--- config.mk ---
export PLATFORM = sky130hd
export DESIGN_NAME = bipolar_line_decoder
export DESIGN_NICKNAME = d
export VERILOG_FILES = /design/src/rtl/bld_pkg.sv /design/src/rtl/bld_mark_tracker.sv /design/src/rtl/bld_window.sv /design/src/rtl/bld_edge_out.sv /design/src/rtl/bipolar_line_decoder.sv
export SDC_FILE = /design/constraint.sdc
export NUM_CORES = 1
export LEC_CHECK = 0
export CAP_MARGIN = 20
export CORE_MARGIN = 5
export CORE_UTILIZATION = 55
export DETAILED_ROUTE_END_ITERATION = 10
export PLACE_DENSITY = 0.8
export SLEW_MARGIN = 20
export SYNTH_ARGS = -nofsm -noshare
export SYNTH_HDL_FRONTEND = slang
export SYNTH_SLANG_ARGS = --single-unit
--- constraint.sdc ---
create_clock -name clk -period 2.2 [get_ports clk]
set_input_delay 0.44 -clock clk [delete_from_list [all_inputs] [get_ports clk]]
set_output_delay 0.44 -clock clk [all_outputs]
set_load 0.005 [all_outputs]
--- src/rtl/bld_pkg.sv ---
package bld_pkg;

    typedef enum logic [1:0] {
        CODE_AMI  = 2'd0,
        CODE_B8ZS = 2'd1,
        CODE_HDB3 = 2'd2,
        CODE_RSVD = 2'd3
    } line_code_e;

    typedef enum logic [1:0] {
        MK_NONE = 2'd0,
        MK_POS  = 2'd1,
        MK_NEG  = 2'd2
    } last_mark_e;

    // one symbol slot travelling through the decode window
    typedef struct packed {
        logic rp;   // raw positive rail
        logic rn;   // raw negative rail
        logic d;    // decoded data bit
        logic v;    // unresolved polarity violation
        logic x;    // hard error (both rails, zero run)
    } slot_t;

    // longest substitution group (T1) spans eight symbols
    localparam int unsigned WIN_LEN = 8;

endpackage

--- src/rtl/bld_mark_tracker.sv ---
module bld_mark_tracker
    import bld_pkg::*;
#(
    parameter int unsigned ZERO_LIMIT = 4,
    parameter int unsigned ZW         = $clog2(ZERO_LIMIT + 1)
) (
    input  logic          clk,
    input  logic          rst,
    input  logic          pos_i,
    input  logic          neg_i,
    output logic          mark_o,
    output logic          both_o,
    output logic          bpv_o,
    output logic [ZW-1:0] zrun_o
);

    last_mark_e    state_q, state_d;
    logic [ZW-1:0] zcnt_q;
    logic          pol_pos;

    // state register
    always_ff @(posedge clk) begin
        if (rst) begin
            state_q <= MK_NONE;
        end else begin
            state_q <= state_d;
        end
    end

    // classification and next state
    always_comb begin
        mark_o = pos_i | neg_i;
        both_o = pos_i & neg_i;
        unique case (state_q)
            MK_NONE: begin
                pol_pos = both_o ? 1'b1 : pos_i;
                bpv_o   = 1'b0;
            end
            MK_POS: begin
                pol_pos = both_o ? 1'b0 : pos_i;
                bpv_o   = mark_o && !both_o && pos_i;
            end
            MK_NEG: begin
                pol_pos = both_o ? 1'b1 : pos_i;
                bpv_o   = mark_o && !both_o && !pos_i;
            end
            default: begin
                pol_pos = pos_i;
                bpv_o   = 1'b0;
            end
        endcase
        state_d = state_q;
        if (mark_o) begin
            state_d = pol_pos ? MK_POS : MK_NEG;
        end
    end

    // zeros seen since the last mark, saturating
    always_ff @(posedge clk) begin
        if (rst) begin
            zcnt_q <= '0;
        end else if (mark_o) begin
            zcnt_q <= '0;
        end else if (zcnt_q != ZW'(ZERO_LIMIT)) begin
            zcnt_q <= zcnt_q + 1'b1;
        end
    end

    assign zrun_o = zcnt_q;

endmodule

--- src/rtl/bld_window.sv ---
module bld_window
    import bld_pkg::*;
#(
    parameter int unsigned ZERO_LIMIT = 4,
    parameter int unsigned ZW         = $clog2(ZERO_LIMIT + 1)
) (
    input  logic          clk,
    input  logic          rst,
    input  logic          en_i,
    input  line_code_e    code_i,
    input  logic          pos_i,
    input  logic          neg_i,
    input  logic          mark_i,
    input  logic          both_i,
    input  logic          bpv_i,
    input  logic [ZW-1:0] zrun_i,
    output slot_t         tail_o
);

    slot_t              dl_q [WIN_LEN];
    slot_t              nx   [WIN_LEN];
    logic [WIN_LEN-1:0] occ;
    logic               hdb_sel, b8_sel;
    logic               hdb_sub, hdb_b00v, excess, b8_match;

    // raw line occupancy of each slot
    for (genvar g = 0; g < WIN_LEN; g++) begin : g_occ
        assign occ[g] = dl_q[g].rp | dl_q[g].rn;
    end

    always_comb begin
        hdb_sel = 1'b0;
        b8_sel  = 1'b0;
        unique case (code_i)
            CODE_HDB3: hdb_sel = en_i;
            CODE_B8ZS: b8_sel  = en_i;
            default:   ;
        endcase

        hdb_sub  = hdb_sel && bpv_i && (zrun_i == ZW'(3) || zrun_i == ZW'(2));
        hdb_b00v = hdb_sel && bpv_i && (zrun_i == ZW'(2));
        excess   = hdb_sel && !mark_i && (zrun_i == ZW'(ZERO_LIMIT - 1));
        // incoming symbol is the closing B; slots 0..6 hold the rest
        b8_match = b8_sel && mark_i && !bpv_i && !both_i
                && occ[0] && dl_q[0].v && !occ[1]
                && occ[2] && !dl_q[2].v
                && occ[3] && dl_q[3].v
                && !occ[4] && !occ[5] && !occ[6];

        for (int i = 1; i < WIN_LEN; i++) begin
            nx[i] = dl_q[i-1];
        end
        nx[0].rp = pos_i;
        nx[0].rn = neg_i;
        nx[0].d  = mark_i;
        nx[0].v  = en_i && bpv_i;
        nx[0].x  = en_i && (both_i || excess);

        if (hdb_sub) begin
            nx[0].d = 1'b0;
            nx[0].v = 1'b0;
        end
        if (hdb_b00v) begin
            nx[3].d = 1'b0;   // the B pulse, three symbols back
        end
        if (b8_match) begin
            nx[0].d = 1'b0;
            nx[1].d = 1'b0;
            nx[1].v = 1'b0;
            nx[3].d = 1'b0;
            nx[4].d = 1'b0;
            nx[4].v = 1'b0;
        end
    end

    always_ff @(posedge clk) begin
        if (rst) begin
            for (int i = 0; i < WIN_LEN; i++) begin
                dl_q[i] <= '0;
            end
        end else begin
            for (int i = 0; i < WIN_LEN; i++) begin
                dl_q[i] <= nx[i];
            end
        end
    end

    assign tail_o = dl_q[WIN_LEN-1];

    // in AMI every violation seen by the tracker lands flagged in the window
    a_r2_ami_flag: assert property (@(posedge clk) disable iff (rst)
        (en_i && code_i == CODE_AMI && bpv_i) |=> dl_q[0].v);

    // a 000V / B00V violation enters the window cleared
    a_r3_hdb3_sub: assert property (@(posedge clk) disable iff (rst)
        (en_i && code_i == CODE_HDB3 && bpv_i && zrun_i == ZW'(3))
        |=> (!dl_q[0].d && !dl_q[0].v));

    // the zero completing an over-long run is marked as an error
    a_r5_zero_run: assert property (@(posedge clk) disable iff (rst)
        (en_i && code_i == CODE_HDB3 && !mark_i && zrun_i == ZW'(ZERO_LIMIT - 1))
        |=> dl_q[0].x);

    // a dual-rail pulse is kept as data and marked as an error
    a_r8_both_rails: assert property (@(posedge clk) disable iff (rst)
        (en_i && both_i) |=> (dl_q[0].x && dl_q[0].d));

endmodule

--- src/rtl/bld_edge_out.sv ---
module bld_edge_out
    import bld_pkg::*;
(
    input  logic  clk,
    input  logic  rst,
    input  logic  en_i,
    input  logic  fall_sel_i,
    input  slot_t tail_i,
    output logic  data_o,
    output logic  flag_o
);

    logic data_n, flag_n;
    logic rise_d_q, rise_f_q, fall_d_q, fall_f_q;

    always_comb begin
        data_n = en_i ? tail_i.d : tail_i.rp;
        flag_n = en_i ? (tail_i.v | tail_i.x) : tail_i.rn;
    end

    always_ff @(posedge clk) begin
        if (rst) begin
            rise_d_q <= 1'b0;
            rise_f_q <= 1'b0;
        end else begin
            rise_d_q <= data_n;
            rise_f_q <= flag_n;
        end
    end

    always_ff @(negedge clk) begin
        if (rst) begin
            fall_d_q <= 1'b0;
            fall_f_q <= 1'b0;
        end else begin
            fall_d_q <= data_n;
            fall_f_q <= flag_n;
        end
    end

    assign data_o = fall_sel_i ? fall_d_q : rise_d_q;
    assign flag_o = fall_sel_i ? fall_f_q : rise_f_q;

endmodule

--- src/rtl/bipolar_line_decoder.sv ---
module bipolar_line_decoder
    import bld_pkg::*;
#(
    parameter int unsigned ZERO_LIMIT = 4
) (
    input  logic       clk,
    input  logic       rst,
    input  logic       line_pos_i,
    input  logic       line_neg_i,
    input  logic       decode_en_i,
    input  logic [1:0] code_sel_i,
    input  logic       fall_edge_i,
    output logic       nrz_o,
    output logic       flag_o
);

    localparam int unsigned ZW = $clog2(ZERO_LIMIT + 1);

    line_code_e    code;
    logic          mark, both, bpv;
    logic [ZW-1:0] zrun;
    slot_t         tail;

    assign code = line_code_e'(code_sel_i);

    bld_mark_tracker #(.ZERO_LIMIT(ZERO_LIMIT), .ZW(ZW)) u_track (
        .clk    (clk),
        .rst    (rst),
        .pos_i  (line_pos_i),
        .neg_i  (line_neg_i),
        .mark_o (mark),
        .both_o (both),
        .bpv_o  (bpv),
        .zrun_o (zrun)
    );

    bld_window #(.ZERO_LIMIT(ZERO_LIMIT), .ZW(ZW)) u_win (
        .clk    (clk),
        .rst    (rst),
        .en_i   (decode_en_i),
        .code_i (code),
        .pos_i  (line_pos_i),
        .neg_i  (line_neg_i),
        .mark_i (mark),
        .both_i (both),
        .bpv_i  (bpv),
        .zrun_i (zrun),
        .tail_o (tail)
    );

    bld_edge_out u_out (
        .clk        (clk),
        .rst        (rst),
        .en_i       (decode_en_i),
        .fall_sel_i (fall_edge_i),
        .tail_i     (tail),
        .data_o     (nrz_o),
        .flag_o     (flag_o)
    );

endmodule

==> flow_summary.yaml, run 1 <==
die:
  die_area_sq_um: 4270
  core_sq_um: 3000
  rows: 20
  die_w_um: 65.3
  io_pins: 10
  start_util_pct: 56.0
  die_h_um: 65.3
worst_hold_path:
  min_from: "u_win.dl_q[0][15]$_SDFF_PP0_"
  hold_path_class: "register to register"
timing:
  rsz0062_at_grt: "yes"
  worst_slack_ns: -0.410
  finalClockSkew_ns: 0.0461
  relSlewSlack_pct: 74.2
  finalSetupTns_ns: -0.815
  fin_hold_ws_ns: 0.456
  slew_violations: 0
  setup_viol: 2
  tightestPinTransition_ns: 0.386
  finalHoldViolCount: 0
clock_tree:
  clock_latency_ns: 0.39
  clockRootBuffer: "clkbuf_4"
  clock_path_buffers: 2
  clock-sinks: 49
  cts_buffers: 5
  tritoncts: "built"
  ctsHoldBuffers: 0
  htree_levels: 2
  path_clk_slew_ns: 0.12
worst_setup_path:
  r2r-start: "u_win.dl_q[1][15]$_SDFF_PP0_"
  crit_type: "register to output pin"
  crit_start: "u_out.fall_d_q$_DFF_N_"
  crit_required_ns: 1.76
  critical_path.max_fanout: 1
  cp-end-kind: "output pin"
  cp-start-kind: "register"
  cp.arrival_ns: 2.17
synthesis:
  synthSimpleGateAreaFrac_pct: 23.9
  netlist_instances: 154
  synthMuxAreaShare_pct: 1.93
  seq_area_frac_synth_pct: 58.3
  synth_cell_types: 28
  yosys.area_share.adder_pct: 8.18
  async_flop_share_pct: 0
  ys.warnings.count: 0
  synth_top_family_by_area: "simple AND/OR/NAND/NOR gates"
  synth.avg_cell_area_sq_um: 10.9
  synth-compound-area-share_pct: 3.94
  ys_ff_latch: 49
  yosys.area_share.xor_xnor_pct: 1.04
  synth_edf_count: 0
  synth.cell_area_sq_um: 1680
  syn-num-nets: 173
  synth-main-ff-cell: "dfxtp_1"
finish:
  area_growth_pct: 14.0
  final_area_sq_um: 1920
  final_cells: 208
  drive_above_1_share_pct: 10.9
  fin_nets: 193
  diodes: 0
global_route:
  grt_max_degree: 43
  grt_pass1_vias: 1055
  grt_pass1_wl_um: 4690
  grt_overflow: 0
  grt.total_usage_pct: 14.7
  antenna_found_initial: 0
place:
  portBuffers: 9
  placedCellCount: 199
  gp_congestion: 0.781
  hpwl_um: 1910
  placed_area_sq_um: 1850
pwr:
  power_density_nw_per_um2: 736
  power_mw: 1.41
  ir_drop_v: 0.000439
  p_leak_nw: 0.790
routing:
  ant_nets: 0
  via_count: 1042
  wirelength_um: 2650
  via_per_inst: 5.01
  drc: 0
  dr.pass1.iters: 4
  wl_per_cell_um: 12.7
  met1_length_um: 1210
  routed-wl-met3_um: 93
  first_iter_violations: 33
  highest_layer: "met4"
  dr_wl_met2_um: 1310
flow_run:
  maxCapViolCount: 0
status:
  status: "finished with violations"
  violations: "negative setup slack"
-- synthesized netlist by cell type (2+ instances only) --
| library cell | number | share of area [%] |
|---|---|---|
| o22ai_1 | 2 | 0.74 |
| nor4_1 | 2 | 0.74 |
| nor3_1 | 3 | 0.89 |
| nand2_1 | 4 | 0.89 |
| nand3_1 | 3 | 0.89 |
| dfxtp_1 | 49 | 58 |
| nor2b_1 | 32 | 12 |
| nor3b_1 | 4 | 1.8 |
| a21oi_1 | 5 | 1.5 |
| mux2_2 | 2 | 1.3 |
| nor2_1 | 10 | 2.2 |
| clkbuf_1 | 4 | 0.89 |
| inv_1 | 8 | 1.8 |
| nor4b_1 | 2 | 1.0 |
| ha_1 | 11 | 8.2 |
-- worst max-delay path, stage by stage (launching register included) --
cell	delay, ns
dfxtp_2	0.31
mux2_4	0.26
buf_6	0.11
-- power by group --
part	switching (mW)	internal, mW
clock network	0.265	0.128
registers	0.0105	0.907
logic	0.0502	0.0518
-- state kept, by name, indices dropped and copies added, names as in the netlist --
| signal | cells |
|---|---|
| u_out.rise_d_q | 1 |
| u_track.zrun_o | 3 |
| u_out.rise_f_q | 1 |
| u_out.fall_f_q | 1 |
| u_out.fall_d_q | 1 |
| u_win.dl_q | 40 |
| u_track.state_q | 2 |
-- worst paths after layout --
check                                                    to  slack [ns]  cells after the start
worst max-delay path                                  nrz_o       -0.41                      2
worst max register to register       u_out.fall_f_q$_DFF_N_        0.41                      2
worst min register to register  u_win.dl_q[1][0]$_SDFF_PP0_        0.46                      1
worst min-delay path            u_win.dl_q[1][0]$_SDFF_PP0_        0.46                      1
-- placed cells by master (no fill, tap or decap), types with 2 or more instances in the layout --
cell,instances
nand2_1,4
ha_1,11
clkdlybuf4s50_1,7
nand3_1,3
a21oi_1,5
nor2_1,10
nor2b_1,32
nor4b_1,2
dfxtp_1,48
inv_1,10
nor3b_1,4
o22ai_1,2
buf_6,2
nor3_1,3
nor4_1,2
mux2_4,2
clkbuf_4,5
buf_4,7
-- kinds of logic (layout without fill, tap and decap cells) --
family	Yosys count	in the layout
XOR/XNOR	2	2
AO/OA/AOI/OAI	11	11
AND/OR/NAND/NOR	66	66
buffers and inverters	12	33
flip-flops	49	49
adder cells (fa/ha/maj)	11	11
multiplexers	3	3
-- layout make-up --
class | count | area [sq um]
fill | 248 | 1080
sequential | 49 | 982
multi-input combinational | 93 | 664
timing repair buffer | 16 | 145
clock buffer | 6 | 41.3
tap | 33 | 41.3
inverter | 7 | 26.3
clock inverter | 4 | 17.5
-- routing by layer --
| metal | vias to the layer above | track usage [%] |
|---|---|---|
| li1 | 541 | - |
| met1 | 486 | 17.8 |
| met2 | 11 | 23.8 |
| met3 | 4 | 4.10 |
| met4 | 0 | 7.77 |
| met5 | - | 0 |
-- through the flow --
step / util [%] / worst slack [ns]
global route: 63.9 / -0.485
detailed placement: 61.7 / -0.324
finish: 63.9 / -0.410
floorplan: - / 0.130
CTS: 63.5 / -0.419
global placement: 61.7 / -0.299
-- timing repair --
item,in CTS,in global routing
cloned,0,0
gates resized for setup,10,3
buffers inserted,0,0
setup endpoints to repair,2,2
No activity file was read; power rests on OpenSTA's default activity.
==> run 2: changes to the inputs <==
SLEW_MARGIN = default   (was 20)
==> results of run 2 <==
Same layout as run 1: the final DEF is identical, and so are final timing and power.
==> run 3: changes to the inputs <==
SKIP_CTS_REPAIR_TIMING = 1   (was default)
==> flow_summary.yaml, run 3 (synthesized netlist as in run 1, its figures left out) <==
status:
  status: "finished with violations"
  violations: "negative setup slack"
die:
  rows: 20
  core_sq_um: 3000
  die_h_um: 65.3
  start_util_pct: 56.0
  die_w_um: 65.3
  die_area_sq_um: 4270
  io_pins: 10
routing:
  drc: 0
  via_count: 1047
  dr.pass1.iters: 4
  ant_nets: 0
  first_iter_violations: 37
  wl_per_cell_um: 12.8
  wirelength_um: 2670
  via_per_inst: 5.03
worst_setup_path:
  critical_path.max_fanout: 1
  crit_start: "u_out.fall_f_q$_DFF_N_"
  cp.arrival_ns: 2.16
  crit_required_ns: 1.76
  r2r-start: "u_win.dl_q[1][15]$_SDFF_PP0_"
  cp-start-kind: "register"
  reg2reg_slack_ns: 0.41
  r2r-end: "u_out.fall_f_q$_DFF_N_"
  crit_type: "register to output pin"
  cp-end-kind: "output pin"
  reg2reg_depth: 2
clock_tree:
  path_clk_slew_ns: 0.12
  clock_path_buffers: 2
  tritoncts: "built"
  cts_buffers: 5
  htree_levels: 2
  clockRootBuffer: "clkbuf_4"
  clock_latency_ns: 0.39
  clock-sinks: 49
timing:
  worst_slack_ns: -0.398
  slew_violations: 0
  rsz0062_at_grt: "yes"
  tightestPinTransition_ns: 0.388
  relSlewSlack_pct: 74.1
  setup_viol: 2
  finalClockSkew_ns: 0.0466
  finalHoldViolCount: 0
finish:
  largest_register_ffs: 40
  diodes: 0
  largest_register: "u_win.dl_q"
  final_cell_mix: "48 x dfxtp_1, 32 x nor2b_1, 11 x ha_1, 10 x inv_1, 10 x nor2_1"
  fin_util_pct: 63.5
  drive_above_1_share_pct: 10.9
  final_common_cell: "dfxtp_1"
  nFillCells: 253
  fin_nets: 193
  final_cells: 208
  area_growth_pct: 13.2
place:
  placedCellCount: 199
  gp_congestion: 0.781
  hpwl_um: 1910
  portBuffers: 9
worst_hold_path:
  worstHoldPathCells: 1
  hold_path_class: "register to register"
  min_from: "u_win.dl_q[0][15]$_SDFF_PP0_"
  min_to: "u_win.dl_q[1][0]$_SDFF_PP0_"
global_route:
  met2_usage_pct: 22.5
  antenna_found_initial: 0
  met3_usage_pct: 4.10
  grt_max_degree: 43
  grt-busiest-layer: "met2"
  grt.total_usage_pct: 14.3
  grt_pass1_vias: 1059
  grtUsageMet1_pct: 17.4
  grt_pass1_wl_um: 4580
  grt_overflow: 0
pwr:
  ir_drop_v: 0.000439
  p_leak_nw: 0.787
  power_density_nw_per_um2: 740
flow_run:
  maxCapViolCount: 0
-- run 3: changes by cell type in the layout (fill, tap and decap cells not counted) --
cell	delta
buf_6	-2
clkbuf_2	+2
-- run 3: worst max-delay path, stage by stage, from the launching register on --
cell	delay (ns)
dfxtp_1	0.30
mux2_4	0.26
clkbuf_2	0.11
-- run 3: metal layers --
metal	vias up	wire length, um
met3	5	99
met2	12	1310
li1	540	-
met4	0	44
met1	490	1210
met5	-	0
-- run 3: layout make-up --
cell class | count | area (sq um) | area share, %
clock buffer | 6 | 41.3 | 2.17
clock inverter | 4 | 17.5 | 0.919
inverter | 7 | 26.3 | 1.38
multi-input combinational | 93 | 664 | 34.9
sequential | 49 | 982 | 51.5
tap | 33 | 41.3 | 2.17
timing repair buffer | 16 | 133 | 6.96
-- run 3: how the worst max path moves through the flow --
stage,to,slack [ns],cells past startpoint
after floorplan,flag_o,0.13,1
after CTS,nrz_o,-0.74,2
after global placement,nrz_o,-0.30,2
after detailed placement,u_out.fall_f_q$_DFF_N_,-0.32,3
after global routing,nrz_o,-0.47,2
final,flag_o,-0.40,2
-- run 3: through the flow --
stage                     total power, mW  hold slack, ns  TNS [ns]  area, sq um  worst slack [ns]
after global placement               1.04           0.417     -2.54         1850            -0.299
final                                1.41           0.456    -0.796         1910            -0.398
after global routing                 1.48           0.469    -0.924         1910            -0.472
after CTS                            1.42           0.459     -1.46         1910            -0.740
after detailed placement             1.05           0.423     -2.58         1850            -0.324
after floorplan                      1.00           0.414         0         1680             0.130
-- run 3: where the power goes --
group	internal [mW]	switching, mW
combinational	0.0507	0.0502
sequential	0.907	0.0105
clock	0.128	0.264
total	1.09	0.324
